$ cat src/rtl/pgptr_pkg.sv
package pgptr_pkg;

    localparam int BANK_AW = 8;
    localparam int PG_AW   = 4;
    localparam int DATA_W  = 8;
    localparam int ADDR_W  = BANK_AW + 1;
    localparam int PG_N    = 1 << PG_AW;

    typedef enum logic [1:0] {
        SP_BANK = 2'b00,
        SP_COMB = 2'b01,
        SP_CFG  = 2'b10
    } space_e;

    typedef struct packed {
        logic              go;
        logic [ADDR_W-1:0] base;
        logic [PG_N-1:0]   mask;
    } commit_t;

    function automatic space_e space_of(input logic [1:0] code);
        case (code)
            2'b01:   return SP_COMB;
            2'b10:   return SP_CFG;
            default: return SP_BANK;
        endcase
    endfunction

endpackage

$ cat src/rtl/pgptr_addr.sv
module pgptr_addr
    import pgptr_pkg::*;
#(
    parameter int BA_W = BANK_AW,
    parameter int PO_W = PG_AW
) (
    input  logic            clk,
    input  logic            rst,
    input  space_e          space_i,
    input  logic            hi_i,
    input  logic            ld_i,
    input  logic [BA_W-1:0] wa_i,
    input  logic            wstep_i,
    input  logic            rstep_i,
    output logic [BA_W:0]   ptr_o
);
    localparam int AW = BA_W + 1;

    logic [AW-1:0]   ptr_q;
    logic [AW-1:0]   load_val;
    logic [AW-1:0]   seq_next;
    logic [PO_W-1:0] off_nx;
    logic [BA_W-1:0] bank_nx;

    assign off_nx  = ptr_q[PO_W-1:0] + PO_W'(1);
    assign bank_nx = ptr_q[BA_W-1:0] + BA_W'(1);

    always_comb begin
        case (space_i)
            SP_COMB: load_val = {hi_i, wa_i};
            SP_CFG:  load_val = AW'(wa_i[PO_W-1:0]);
            default: load_val = {1'b0, wa_i};
        endcase
    end

    always_comb begin
        case (space_i)
            SP_COMB: seq_next = ptr_q + AW'(1);
            SP_CFG:  seq_next = AW'(off_nx);
            default: seq_next = {1'b0, bank_nx};
        endcase
    end

    always_ff @(posedge clk) begin
        if (rst)
            ptr_q <= '0;
        else if (ld_i)
            ptr_q <= load_val;
        else if (wstep_i)
            ptr_q <= {ptr_q[AW-1:PO_W], off_nx};
        else if (rstep_i)
            ptr_q <= seq_next;
    end

    assign ptr_o = ptr_q;


    page_hold_chk: assert property (@(posedge clk) disable iff (rst)
        wstep_i && !ld_i |=> ptr_q[AW-1:PO_W] == $past(ptr_q[AW-1:PO_W]));


    bank_top_chk: assert property (@(posedge clk) disable iff (rst)
        rstep_i && !ld_i && !wstep_i && space_i == SP_BANK |=> ptr_q[AW-1] == 1'b0);


    cfg_range_chk: assert property (@(posedge clk) disable iff (rst)
        rstep_i && !ld_i && !wstep_i && space_i == SP_CFG |=> ptr_q[AW-1:PO_W] == '0);

endmodule

$ cat src/rtl/pgptr_latch.sv
module pgptr_latch
    import pgptr_pkg::*;
#(
    parameter int PO_W = PG_AW,
    parameter int DW   = DATA_W
) (
    input  logic              clk,
    input  logic              rst,
    input  logic              clr_i,
    input  logic              we_i,
    input  logic [PO_W-1:0]   off_i,
    input  logic [DW-1:0]     data_i,
    input  logic [PO_W-1:0]   rd_idx_i,
    output logic [DW-1:0]     rd_data_o,
    output logic [(1<<PO_W)-1:0] mask_o
);
    localparam int NS = 1 << PO_W;

    logic [DW-1:0] mem_q [NS];
    logic [NS-1:0] vld_q;

    always_ff @(posedge clk) begin
        for (int s = 0; s < NS; s++) begin
            if (rst) begin
                vld_q[s] <= 1'b0;
            end else if (clr_i) begin
                vld_q[s] <= 1'b0;
            end else if (we_i && off_i == PO_W'(s)) begin
                vld_q[s] <= 1'b1;
                mem_q[s] <= data_i;
            end
        end
    end

    assign rd_data_o = mem_q[rd_idx_i];
    assign mask_o    = vld_q;


    mask_clr_chk: assert property (@(posedge clk) disable iff (rst)
        clr_i |=> vld_q == '0);


    mask_grow_chk: assert property (@(posedge clk) disable iff (rst)
        we_i && !clr_i |=> $countones(vld_q) >= $countones($past(vld_q)));

endmodule

$ cat src/rtl/pgptr_commit.sv
module pgptr_commit
    import pgptr_pkg::*;
#(
    parameter int AW = ADDR_W,
    parameter int PO_W = PG_AW
) (
    input  logic                 clk,
    input  logic                 rst,
    input  logic                 ld_i,
    input  logic                 wstep_i,
    input  logic                 rstep_i,
    input  logic                 stop_i,
    input  logic [(1<<PO_W)-1:0] mask_i,
    input  logic [AW-1:0]        ptr_i,
    output logic                 active_o,
    output commit_t              commit_o
);
    logic    active_q;
    logic    stop_eff;
    commit_t cmt_q;

    assign stop_eff = stop_i && !ld_i && !wstep_i && !rstep_i;

    always_ff @(posedge clk) begin
        if (rst) begin
            active_q <= 1'b0;
            cmt_q    <= '0;
        end else begin
            cmt_q.go <= 1'b0;
            if (ld_i) begin
                active_q <= 1'b1;
            end else if (rstep_i) begin
                active_q <= 1'b0;
            end else if (stop_eff) begin
                active_q <= 1'b0;
                if (active_q && |mask_i) begin
                    cmt_q.go   <= 1'b1;
                    cmt_q.base <= {ptr_i[AW-1:PO_W], PO_W'(0)};
                    cmt_q.mask <= mask_i;
                end
            end
        end
    end

    assign active_o = active_q;
    assign commit_o = cmt_q;


    commit_pulse_chk: assert property (@(posedge clk) disable iff (rst)
        cmt_q.go |=> !cmt_q.go);


    commit_cause_chk: assert property (@(posedge clk) disable iff (rst)
        cmt_q.go |-> $past(stop_i) && cmt_q.mask != '0);


    read_close_chk: assert property (@(posedge clk) disable iff (rst)
        rstep_i && !ld_i |=> !active_q);

endmodule

$ cat src/rtl/pgptr_unit.sv
module pgptr_unit
    import pgptr_pkg::*;
(
    input  logic              clk,
    input  logic              rst,
    input  logic [1:0]        space_i,
    input  logic              hi_bit_i,
    input  logic              ld_addr_i,
    input  logic [BANK_AW-1:0] word_addr_i,
    input  logic              wr_byte_i,
    input  logic [DATA_W-1:0] wr_data_i,
    input  logic              rd_byte_i,
    input  logic              stop_i,
    input  logic [PG_AW-1:0]  slot_sel_i,
    output logic [DATA_W-1:0] slot_data_o,
    output logic [ADDR_W-1:0] cur_addr_o,
    output logic [PG_N-1:0]   page_mask_o,
    output logic              commit_o,
    output logic [ADDR_W-1:0] commit_base_o,
    output logic [PG_N-1:0]   commit_mask_o
);
    space_e            space;
    logic              active;
    logic              wstep;
    logic              rstep;
    logic [ADDR_W-1:0] ptr;
    logic [PG_N-1:0]   mask;
    commit_t           cmt;

    assign space = space_of(space_i);
    assign wstep = wr_byte_i && active && !ld_addr_i;
    assign rstep = rd_byte_i && !ld_addr_i && !wstep;

    pgptr_addr #(.BA_W(BANK_AW), .PO_W(PG_AW)) u_addr (
        .clk     (clk),
        .rst     (rst),
        .space_i (space),
        .hi_i    (hi_bit_i),
        .ld_i    (ld_addr_i),
        .wa_i    (word_addr_i),
        .wstep_i (wstep),
        .rstep_i (rstep),
        .ptr_o   (ptr)
    );

    pgptr_latch #(.PO_W(PG_AW), .DW(DATA_W)) u_latch (
        .clk       (clk),
        .rst       (rst),
        .clr_i     (ld_addr_i),
        .we_i      (wstep),
        .off_i     (ptr[PG_AW-1:0]),
        .data_i    (wr_data_i),
        .rd_idx_i  (slot_sel_i),
        .rd_data_o (slot_data_o),
        .mask_o    (mask)
    );

    pgptr_commit #(.AW(ADDR_W), .PO_W(PG_AW)) u_commit (
        .clk      (clk),
        .rst      (rst),
        .ld_i     (ld_addr_i),
        .wstep_i  (wstep),
        .rstep_i  (rstep),
        .stop_i   (stop_i),
        .mask_i   (mask),
        .ptr_i    (ptr),
        .active_o (active),
        .commit_o (cmt)
    );

    assign cur_addr_o    = ptr;
    assign page_mask_o   = mask;
    assign commit_o      = cmt.go;
    assign commit_base_o = cmt.base;
    assign commit_mask_o = cmt.mask;


    idle_write_chk: assert property (@(posedge clk) disable iff (rst)
        wr_byte_i && !active && !ld_addr_i && !rd_byte_i |=> cur_addr_o == $past(cur_addr_o) && page_mask_o == $past(page_mask_o));

endmodule

$ cat config.mk
export PLATFORM = sky130hd
export DESIGN_NAME = pgptr_unit
export DESIGN_NICKNAME = d
export VERILOG_FILES = /design/src/rtl/pgptr_pkg.sv /design/src/rtl/pgptr_addr.sv /design/src/rtl/pgptr_latch.sv /design/src/rtl/pgptr_commit.sv /design/src/rtl/pgptr_unit.sv
export SDC_FILE = /design/constraint.sdc
export NUM_CORES = 1
export LEC_CHECK = 0
export ABC_CLOCK_PERIOD_IN_PS = 2000
export BUFFER_PORTS_ARGS = -buffer_cell sky130_fd_sc_hd__clkbuf_2
export CAP_MARGIN = 20
export CELL_PAD_IN_SITES_DETAIL_PLACEMENT = 1
export CELL_PAD_IN_SITES_GLOBAL_PLACEMENT = 2
export CORE_MARGIN = 2
export CORE_UTILIZATION = 37
export DETAILED_ROUTE_END_ITERATION = 6
export PLACE_DENSITY = 0.84
export SETUP_SLACK_MARGIN = 0.2
export SLEW_MARGIN = 20
export SYNTH_ARGS = -nofsm -noshare
export SYNTH_HDL_FRONTEND = slang
export SYNTH_SLANG_ARGS = --single-unit
$ cat constraint.sdc
create_clock -name clk -period 2 [get_ports clk]
set_clock_uncertainty 0.2 [all_clocks]
set_input_delay 0.3 -clock clk [delete_from_list [all_inputs] [get_ports clk]]
set_output_delay 0.3 -clock clk [all_outputs]
set_load 0.01 [all_outputs]
==> results.yml, run 1 <==
sta:
  hold_viol: 0
  rsz0062_at_grt: "true"
  slew_headroom: 0.317
  layout_setup_ws_ns: -0.225
  period_share: 1.11
  fmax_mhz: 449
  worst_slew_pin_slew_ns: 1.02
  maxSlewViolCount: 0
  finalSetupViolations: 8
  min_period_ns: 2.23
synthesis:
  synth_top_family_by_area: "multiplexers"
  yosys.area_share.simple: 0.104
  ys_seq_elements: 176
  synth_fa_ha_area_frac: 0.0119
  yosysWarnings: 0
  synth_cells: 484
  seq_area_frac_synth: 0.654
  yosysTopAreaCell: "edfxtp_1"
  synth_area_per_cell_um2: 15.2
  synth_edf_count: 128
  synth-compound-area-share: 0.0546
  yosys-top-cells-area: "edfxtp_1 52%, dfxtp_1 13%, mux4_1 6.4%"
  synth_xor_area_frac: 0
  syn_area_um2: 7350
  async_flop_share: 0
  synth_mux_area_frac: 0.141
  synth.distinct_cells: 49
  synth_ff_type: "edfxtp_1"
  synth_top_area_share: 0.523
detailed_routing:
  avgRoutedWirePerCell_um: 21.0
  vias_per_cell: 5.18
  route.vias.total: 4534
  drtIter0Drc: 343
  firstDrtPassIters: 5
  route.detailed.drc: 0
  ant_nets: 0
  finalWirelength_um: 18400
finish:
  multi_input_area_um2: 2410
  n_antenna_cell: 0
  regArea_um2: 4810
  fillCellCount: 1969
  layout_common_cells: "128 x edfxtp_1, 78 x clkbuf_2, 44 x nand2b_1, 44 x dfxtp_1, 32 x mux4_2"
  area_growth_pct: 22.4
  num-nets-final: 634
  final_core_util: 0.462
  drive_above_1_share: 0.381
  layoutNonFillerInstCount: 876
  mostFrequentLayoutCell: "edfxtp_1"
clocking:
  cts_htree_levels: 4
  clk_path_buf_depth: 2
  clkLatencyLatePin_ns: 0.43
  cts_tree: "built"
  clock-root-buffer: "clkbuf_16"
  cts_setup_buffers: 0
  path_clk_slew_ns: 0.07
  tritoncts.num_buffers: 17
  cts.sinks: 176
floorplan:
  die_h_um: 145
  dieWidth_um: 145
  dieArea_um2: 21000
  start_util: 0.378
  rows: 51
  coreArea_um2: 19500
  pin_count: 88
placement:
  portBuffers: 83
  dp.cells: 841
  gp_congestion: 0.784
  dp_hpwl_um: 12500
worst_setup_path:
  r2r_cells: 4
  rrSetupSlack_ns: 0.26
  r2r_start: "u_addr.ptr_o[2]"
  startpoint_type: "flop"
  crit_path_max_incr_delay_ns: 0.46
  path_class: "flop to primary output"
  crit_chain: "mux4_2, a22oi_1, nand2_1, buf_2"
  cp.required_ns: 1.50
  cpMaxStageDelayCell: "mux4_2"
  worstPathArrival_ns: 1.73
  endpoint_kind: "primary output"
  reg2reg_to: "u_latch.mem_q[7][2]"
  path_max_fanout: 1
run:
  drv_cap: 0
pwr:
  pwr-share-seq: 0.509
  ir_worst_vdd_mv: 0.467
  power_leakage_nw: 3.13
  power.share.switching: 0.234
  intPower_w: 0.00595
  p_per_area_nw_per_um2: 863
  comb_power_share: 0.069
  power.switching_w: 0.00182
  p_clk_frac: 0.421
global_routing:
  grt_usage: 0.181
  first_global_vias: 4943
  grt-ovfl-total: 0
  grt_max_degree: 44
  antenna_found_initial: 0
  grt_pass1_wl_um: 28900
hold_path:
  hold_end: "u_addr.ptr_o[0]"
  hold_start: "word_addr_i[0]"
  hold_path_depth: 3
  hp-class: "input port to flop"
run_status:
  status: "complete, but fails checks"
  violations: "setup timing"
power groups by stage:
stage	combinational, W	sequential [W]	clock (W)
finish	0.000539	0.00396	0.00327
global route	0.000587	0.00396	0.00349
CTS	0.000517	0.00395	0.00336
detailed placement	0.000499	0.00403	0
global placement	0.000480	0.00403	0
floorplan	0.000298	0.00403	0
metal layers:
layer,global-route usage,share of wire
met4,0.0505,0.013
met3,0.0475,0.052
met1,0.234,0.44
met5,0,0
met2,0.302,0.50
flip-flops by register name, indices dropped and copies added (netlist names):
register           flops
u_addr.ptr_o           9
u_commit.commit_o     22
u_latch.mem_q        128
u_latch.mask_o        16
u_commit.active_o      1
how the worst max path moves through the flow:
stage | startpoint | to | slack, ns | cells past startpoint
floorplan | u_addr.ptr_o[2] | u_latch.mem_q[7][0] | 0.01 | 4
global placement | slot_sel_i[0] | slot_data_o[1] | -0.19 | 6
detailed placement | slot_sel_i[0] | slot_data_o[1] | -0.21 | 6
CTS | u_latch.mem_q[4][0] | slot_data_o[0] | -0.27 | 4
global route | u_latch.mem_q[7][3] | slot_data_o[3] | -0.34 | 4
finish | u_latch.mem_q[13][3] | slot_data_o[3] | -0.23 | 4
critical path, delay by kind of cell (launching register included):
kind                   cells  cell delay (ns)
muxes                      1             0.46
AOI/OAI and AO/OA          1             0.23
and+or+nand+nor            1             0.09
buffers and inverters      1             0.15
DFF                        1             0.38
per-stage QoR:
stage / setup TNS (ns) / total power (W) / setup slack (ns) / area, um^2 / hold WS (ns)
finish: -1.69 / 0.00777 / -0.225 / 8990 / 0.0234
CTS: -1.93 / 0.00783 / -0.273 / 8880 / 0.0116
global placement: -1.07 / 0.00451 / -0.186 / 8210 / 0.258
detailed placement: -1.18 / 0.00453 / -0.209 / 8210 / 0.268
floorplan: 0 / 0.00433 / 0.0116 / 7380 / 0.199
global route: -2.30 / 0.00803 / -0.341 / 8990 / 0.0397
Yosys cell counts (3+ instances only):
| library cell | n |
|---|---|
| edfxtp_1 | 128 |
| dfxtp_1 | 48 |
| nand2b_1 | 44 |
| nor2_1 | 40 |
| mux2i_1 | 24 |
| a21oi_1 | 21 |
| mux4_1 | 18 |
| nand2_1 | 18 |
| a22oi_1 | 16 |
| mux4_2 | 14 |
| clkbuf_1 | 9 |
| buf_2 | 8 |
| a211oi_1 | 7 |
| ha_1 | 7 |
| and2_1 | 6 |
| buf_4 | 6 |
| inv_1 | 6 |
| nor3_1 | 6 |
| buf_6 | 4 |
| nand4_1 | 4 |
| nor2b_1 | 4 |
| nor4_1 | 4 |
| a31oi_1 | 3 |
| nand3_1 | 3 |
| o21ai_0 | 3 |
| or3_1 | 3 |
area by class of cell:
type,instances,area share
flip-flops and latches,176,0.535
multi-input cells,273,0.268
repair buffers,124,0.0921
clock buffers,20,0.0533
well taps,265,0.0369
clock inverters,12,0.0121
inverters,6,0.00250
logic make-up (layout without fill, tap and decap cells):
group	after synthesis	in the layout
AOI/OAI and AO/OA	61	61
adders and majority gates	7	7
buffers and inverters	38	162
DFF	176	176
muxes	57	57
other	1	4
and+or+nand+nor	144	144
timing repair:
| item | CTS | global route |
|---|---|---|
| hold buffers | 3 | 0 |
| resized for setup | 14 | 32 |
| endpoints found under the hold margin | 3 | 0 |
| pin swaps | 3 | 4 |
| setup endpoints to repair | 67 | 99 |
Note: power is estimated with default switching activity, not from simulation.
==> run 2: changes to the inputs <==
--- a/config.mk
+++ b/config.mk
@@ -5,17 +5,19 @@
 export SDC_FILE = /design/constraint.sdc
 export NUM_CORES = 1
 export LEC_CHECK = 0
+export ABC_AREA = 1
 export ABC_CLOCK_PERIOD_IN_PS = 2000
 export BUFFER_PORTS_ARGS = -buffer_cell sky130_fd_sc_hd__clkbuf_2
 export CAP_MARGIN = 20
 export CELL_PAD_IN_SITES_DETAIL_PLACEMENT = 1
 export CELL_PAD_IN_SITES_GLOBAL_PLACEMENT = 2
 export CORE_MARGIN = 2
-export CORE_UTILIZATION = 37
+export CORE_UTILIZATION = 33
 export DETAILED_ROUTE_END_ITERATION = 6
-export PLACE_DENSITY = 0.84
+export PLACE_DENSITY = 0.85
 export SETUP_SLACK_MARGIN = 0.2
 export SLEW_MARGIN = 20
 export SYNTH_ARGS = -nofsm -noshare
 export SYNTH_HDL_FRONTEND = slang
+export SYNTH_HIERARCHICAL = 1
 export SYNTH_SLANG_ARGS = --single-unit
==> results.yml, run 2 <==
global_routing:
  grt-ovfl-total: 0
  grt_max_degree: 56
  grt_pass1_wl_um: 37300
  antenna_found_initial: 0
  grt_usage: 0.189
  first_global_vias: 6620
pwr:
  p_per_area_nw_per_um2: 762
  power_leakage_nw: 4.48
  ir_worst_vdd_mv: 0.545
finish:
  largest_reg_flops: 128
  n_antenna_cell: 0
  top_register: "u_latch/mem_q"
  final_core_util: 0.436
  area_growth_pct: 30.4
  drive_above_1_share: 0.296
  num-nets-final: 1060
  final_area_um2: 10600
  mostFrequentLayoutCell: "nand2_1"
  layout_common_cells: "225 x nand2_1, 138 x inv_1, 128 x edfxtp_1"
worst_setup_path:
  rrSetupSlack_ns: 0.15
  r2r_cells: 8
  cpMaxStageDelayCell: "edfxtp_1"
  endpoint_kind: "primary output"
  cp_common_cell: "nand3_1"
  path_class: "flop to primary output"
  worstPathArrival_ns: 1.43
  reg2reg_to: "u_latch/mem_q[9][0]"
  crit_chain: "inv_1, nand2_1, nand3_2, nand3_1, nand3_1, nand2_2, clkbuf_2"
  crit_family: "simple AND/OR/NAND/NOR gates"
  cp.required_ns: 1.50
  path_max_fanout: 1
  cp.buffers_inverters: 2
  startpoint_type: "flop"
  r2r_start: "u_commit/active_o"
  crit_path_max_incr_delay_ns: 0.38
synthesis:
  syn_area_um2: 8110
  yosysWarnings: 6
  synth.most_common_cell: "nand2_1"
  async_flop_share: 0
  synth_area_per_cell_um2: 9.02
  synth_cells: 899
  ys_seq_elements: 176
  synth_top_area_share: 0.474
  synth_ff_type: "edfxtp_1"
  synth_edf_count: 128
  seq_area_frac_synth: 0.593
  ys_top_cells_by_count: "247 x nand2_1, 140 x inv_1, 129 x nand3_1"
  synth.distinct_cells: 33
  yosys-top-cells-area: "edfxtp_1 47%, dfxtp_1 12%, nand2_1 11%"
  yosysTopAreaCell: "edfxtp_1"
hold_path:
  hp-class: "input port to flop"
  hold_start: "rst"
  hold_end: "u_commit/active_o"
  hold_path_depth: 3
run_status:
  status: "complete, no violations"
sta:
  fmax_mhz: 519
  worst_slew_pin_slew_ns: 0.728
  finalSetupViolations: 0
  rsz0062_at_grt: "true"
  min_period_ns: 1.93
  period_share: 0.963
  hold_viol: 0
  maxSlewViolCount: 0
  slew_headroom: 0.514
floorplan:
  dieWidth_um: 161
  start_util: 0.334
  dieArea_um2: 25800
  die_h_um: 161
  rows: 57
  pin_count: 88
  coreArea_um2: 24200
clocking:
  cts_tree: "built"
  tritoncts.num_buffers: 17
  clock-root-buffer: "clkbuf_16"
  cts.sinks: 176
  path_clk_slew_ns: 0.07
  clk_path_buf_depth: 2
  cts_htree_levels: 4
  clkLatencyLatePin_ns: 0.43
detailed_routing:
  avgRoutedWirePerCell_um: 17.7
  route.detailed.drc: 0
  finalWirelength_um: 24200
  route.vias.total: 6509
  drtIter0Drc: 415
  firstDrtPassIters: 4
  vias_per_cell: 4.77
  ant_nets: 0
placement:
  gp_congestion: 0.777
  placed_cell_area_um2: 9300
  portBuffers: 83
  dp_hpwl_um: 15700
run:
  drv_cap: 0
## run 2: cell count changes after synthesis, moves of 23 or more
cell      before  now
inv_1          6  140
mux2i_1       24    0
nand2_1       18  247
nand2b_1      44    0
nand3_1        3  129
nor2_1        40   63
## run 2: worst max-delay path by stage
stage / from / to / slack (ns) / cells after the start
floorplan: u_commit/active_o / u_latch/mem_q[12][0] / 0.12 / 6
global placement: slot_sel_i[1] / slot_data_o[4] / 0.09 / 7
detailed placement: slot_sel_i[0] / slot_data_o[4] / 0.06 / 9
CTS: u_latch/mem_q[2][5] / slot_data_o[5] / 0.05 / 7
global route: u_latch/mem_q[8][6] / slot_data_o[6] / -0.04 / 7
finish: u_latch/mem_q[8][6] / slot_data_o[6] / 0.07 / 7
## run 2: worst min-delay path, stage by stage
cell	delay, ns
clkbuf_2	0.13
buf_4	0.15
a21oi_1	0.04
## run 2: where the power goes
| group | total (W) | leakage (nW) | switching, W | internal, W |
|---|---|---|---|---|
| Combinational | 0.000748 | 2.66 | 0.000487 | 0.000261 |
| Sequential | 0.00396 | 1.54 | 0.0000356 | 0.00393 |
| Clock | 0.00335 | 0.282 | 0.00149 | 0.00186 |
| Total | 0.00806 | 4.48 | 0.00201 | 0.00605 |
## run 2: metal layers
layer	GRT usage	share of wire
met5	0	0
met4	0.0455	0.011
met3	0.0429	0.049
met2	0.323	0.50
met1	0.243	0.44
## run 2: per-stage QoR
step | hold slack, ns | worst slack, ns | cells | setup TNS [ns] | power (W)
floorplan | 0.162 | 0.118 | 902 | 0 | 0.00441
global placement | 0.264 | 0.0860 | 1312 | 0 | 0.00467
detailed placement | 0.275 | 0.0616 | 1312 | 0 | 0.00469
CTS | 0.00235 | 0.0481 | 1353 | 0 | 0.00808
global route | 0.0198 | -0.0391 | 1364 | -0.0408 | 0.00835
finish | 0.0244 | 0.0748 | 1364 | 0 | 0.00806
## run 2: final cells by class
cell class / instances / area, um^2
Timing Repair Buffer: 150 / 1290
Fill cell: 2777 / 13700
Clock buffer: 17 / 425
Clock inverter: 14 / 156
Tap cell: 324 / 405
Multi-Input combinational cell: 532 / 2910
Sequential cell: 176 / 4810
Inverter: 151 / 579
## run 2: logic make-up after synthesis
kind of cell	Yosys count	synth area share
and+or+nand+nor	460	0.248
other	1	0.000463
AOI/OAI and AO/OA	65	0.0437
adders and majority gates	3	0.00463
buffers and inverters	194	0.110
DFF	176	0.593
## run 2: what timing repair did
item / in CTS / in global routing
gates cloned: 0 / 3
endpoints found under the hold margin: 7 / 0
pin swaps: 16 / 28
gates resized for setup: 41 / 77
endpoints found under the setup margin: 112 / 161
hold buffers: 7 / 0
buffers inserted: 3 / 8
==> run 3: changes to the inputs <==
--- a/config.mk
+++ b/config.mk
@@ -12,9 +12,11 @@
 export CELL_PAD_IN_SITES_DETAIL_PLACEMENT = 1
 export CELL_PAD_IN_SITES_GLOBAL_PLACEMENT = 2
 export CORE_MARGIN = 2
-export CORE_UTILIZATION = 33
+export CORE_UTILIZATION = 34
+export CTS_BUF_LIST = sky130_fd_sc_hd__clkbuf_8
+export CTS_CLUSTER_DIAMETER = 100
 export DETAILED_ROUTE_END_ITERATION = 6
-export PLACE_DENSITY = 0.85
+export PLACE_DENSITY = 0.87
 export SETUP_SLACK_MARGIN = 0.2
 export SLEW_MARGIN = 20
 export SYNTH_ARGS = -nofsm -noshare
==> results.yml, run 3 (synthesis results as in run 2) <==
sta:
  rsz0062_at_grt: "true"
  period_share: 0.972
  hold_viol: 0
  finalSetupViolations: 0
  min_period_ns: 1.94
  maxSlewViolCount: 0
  fmax_mhz: 514
  layout_setup_ws_ns: 0.0553
  holdWs_ns: 0.0501
  fin_tns_setup_ns: 0
clocking:
  tritoncts.num_buffers: 17
  clock-root-buffer: "clkbuf_8"
  path_clk_slew_ns: 0.09
  cts.sinks: 176
  cts_htree_levels: 4
  clkLatencyLatePin_ns: 0.46
  cts_tree: "built"
  clk_path_buf_depth: 2
pwr:
  ir_worst_vdd_mv: 0.359
  pwr-share-seq: 0.554
  power.share.switching: 0.269
  p_clk_frac: 0.340
  intPower_w: 0.00521
  comb_power_share: 0.106
  power.switching_w: 0.00192
  power_leakage_nw: 4.48
  p_per_area_nw_per_um2: 679
worst_setup_path:
  endpoint_kind: "primary output"
  crit_family: "simple AND/OR/NAND/NOR gates"
  crit_start: "u_latch/mem_q[3][3]"
  worstPathArrival_ns: 1.44
  path_class: "flop to primary output"
  path_max_fanout: 1
  r2r_start: "u_commit/active_o"
  crit_chain: "nand2_1, nand2_1, nand2_1, nand3_2, nand3_2, nand2_2, buf_6"
  cp.required_ns: 1.50
  cp_common_cell: "nand2_1"
  cpMaxStageDelayCell: "edfxtp_1"
  crit_path_max_incr_delay_ns: 0.38
  cp.buffers_inverters: 1
  startpoint_type: "flop"
finish:
  area_growth_pct: 29.5
  num-nets-final: 1069
  largest_reg_flops: 128
  mostFrequentLayoutCell: "nand2_1"
  fillCellCount: 2715
  final_area_um2: 10500
  drive_above_1_share: 0.303
  n_antenna_cell: 0
  layout_common_cells: "223 x nand2_1, 139 x inv_1, 128 x edfxtp_1"
  top_register: "u_latch/mem_q"
hold_path:
  hold_start: "word_addr_i[3]"
  hp-class: "input port to flop"
floorplan:
  coreArea_um2: 23500
  pin_count: 88
  dieArea_um2: 25100
  rows: 56
  dieWidth_um: 158
  start_util: 0.345
  die_h_um: 158
global_routing:
  grt_pass1_wl_um: 34600
  first_global_vias: 6589
  grt_max_degree: 65
  grt-ovfl-total: 0
  antenna_found_initial: 0
  grt_usage: 0.180
placement:
  gp_congestion: 0.776
  placed_cell_area_um2: 9320
  dp_hpwl_um: 15300
  portBuffers: 83
  pre_cts_slack_ns: 0.0740
detailed_routing:
  route.vias.total: 6444
  route.detailed.drc: 0
  avgRoutedWirePerCell_um: 16.8
  firstDrtPassIters: 4
  drtIter0Drc: 305
  finalWirelength_um: 23000
  ant_nets: 0
  vias_per_cell: 4.71
run_status:
  status: "complete, no violations"
run:
  drv_cap: 0
run 3: worst paths after layout:
check,to,slack [ns],depth (start not counted)
worst max-delay path,slot_data_o[3],0.06,7
worst min-delay path,u_addr/ptr_o[3],0.05,5
worst max register to register,u_latch/mem_q[10][7],0.12,7
worst min register to register,u_commit/commit_o[8],0.29,2
run 3: power by group through the flow:
stage | Combinational, W | Clock [W] | Sequential, W
finish | 0.000754 | 0.00243 | 0.00395
CTS | 0.000699 | 0.00252 | 0.00395
floorplan | 0.000368 | 0 | 0.00405
global placement | 0.000626 | 0 | 0.00403
detailed placement | 0.000638 | 0 | 0.00403
global route | 0.000825 | 0.00261 | 0.00396
run 3: repair_timing:
item | CTS | global route
pin swaps | 38 | 43
endpoints found under the hold margin | 9 | 0
setup buffers | 6 | 11
gates cloned | 0 | 2
endpoints found under the setup margin | 121 | 160
resized for setup | 51 | 77
hold buffers | 9 | 0
run 3: routing by layer:
metal,track usage,share of wire
met1,0.222,0.45
met2,0.322,0.51
met4,0.0356,0.0076
met3,0.0433,0.038
met5,0,0
run 3: tightest hold or removal path, delay by kind of cell:
| kind | cells | cell delay (ns) |
|---|---|---|
| simple gates | 3 | 0.19 |
| compound gates | 1 | 0.08 |
| buf+inv | 1 | 0.08 |
run 3: through the flow:
step                      power (W)  instances  utilization
after floorplan             0.00441        902            -
after global placement      0.00466       1309        0.397
after detailed placement    0.00467       1309        0.397
after CTS                   0.00717       1356        0.429
after global routing        0.00739       1369        0.447
final                       0.00713       1369        0.447
run 3: area by class of cell:
class,count,area [um^2],area share
tap,319,399,0.0380
multi-input combinational,532,2940,0.280
clock buffer,17,234,0.0223
clock inverter,15,150,0.0143
timing repair buffer,159,1380,0.132
inverter,151,579,0.0552
sequential,176,4810,0.458
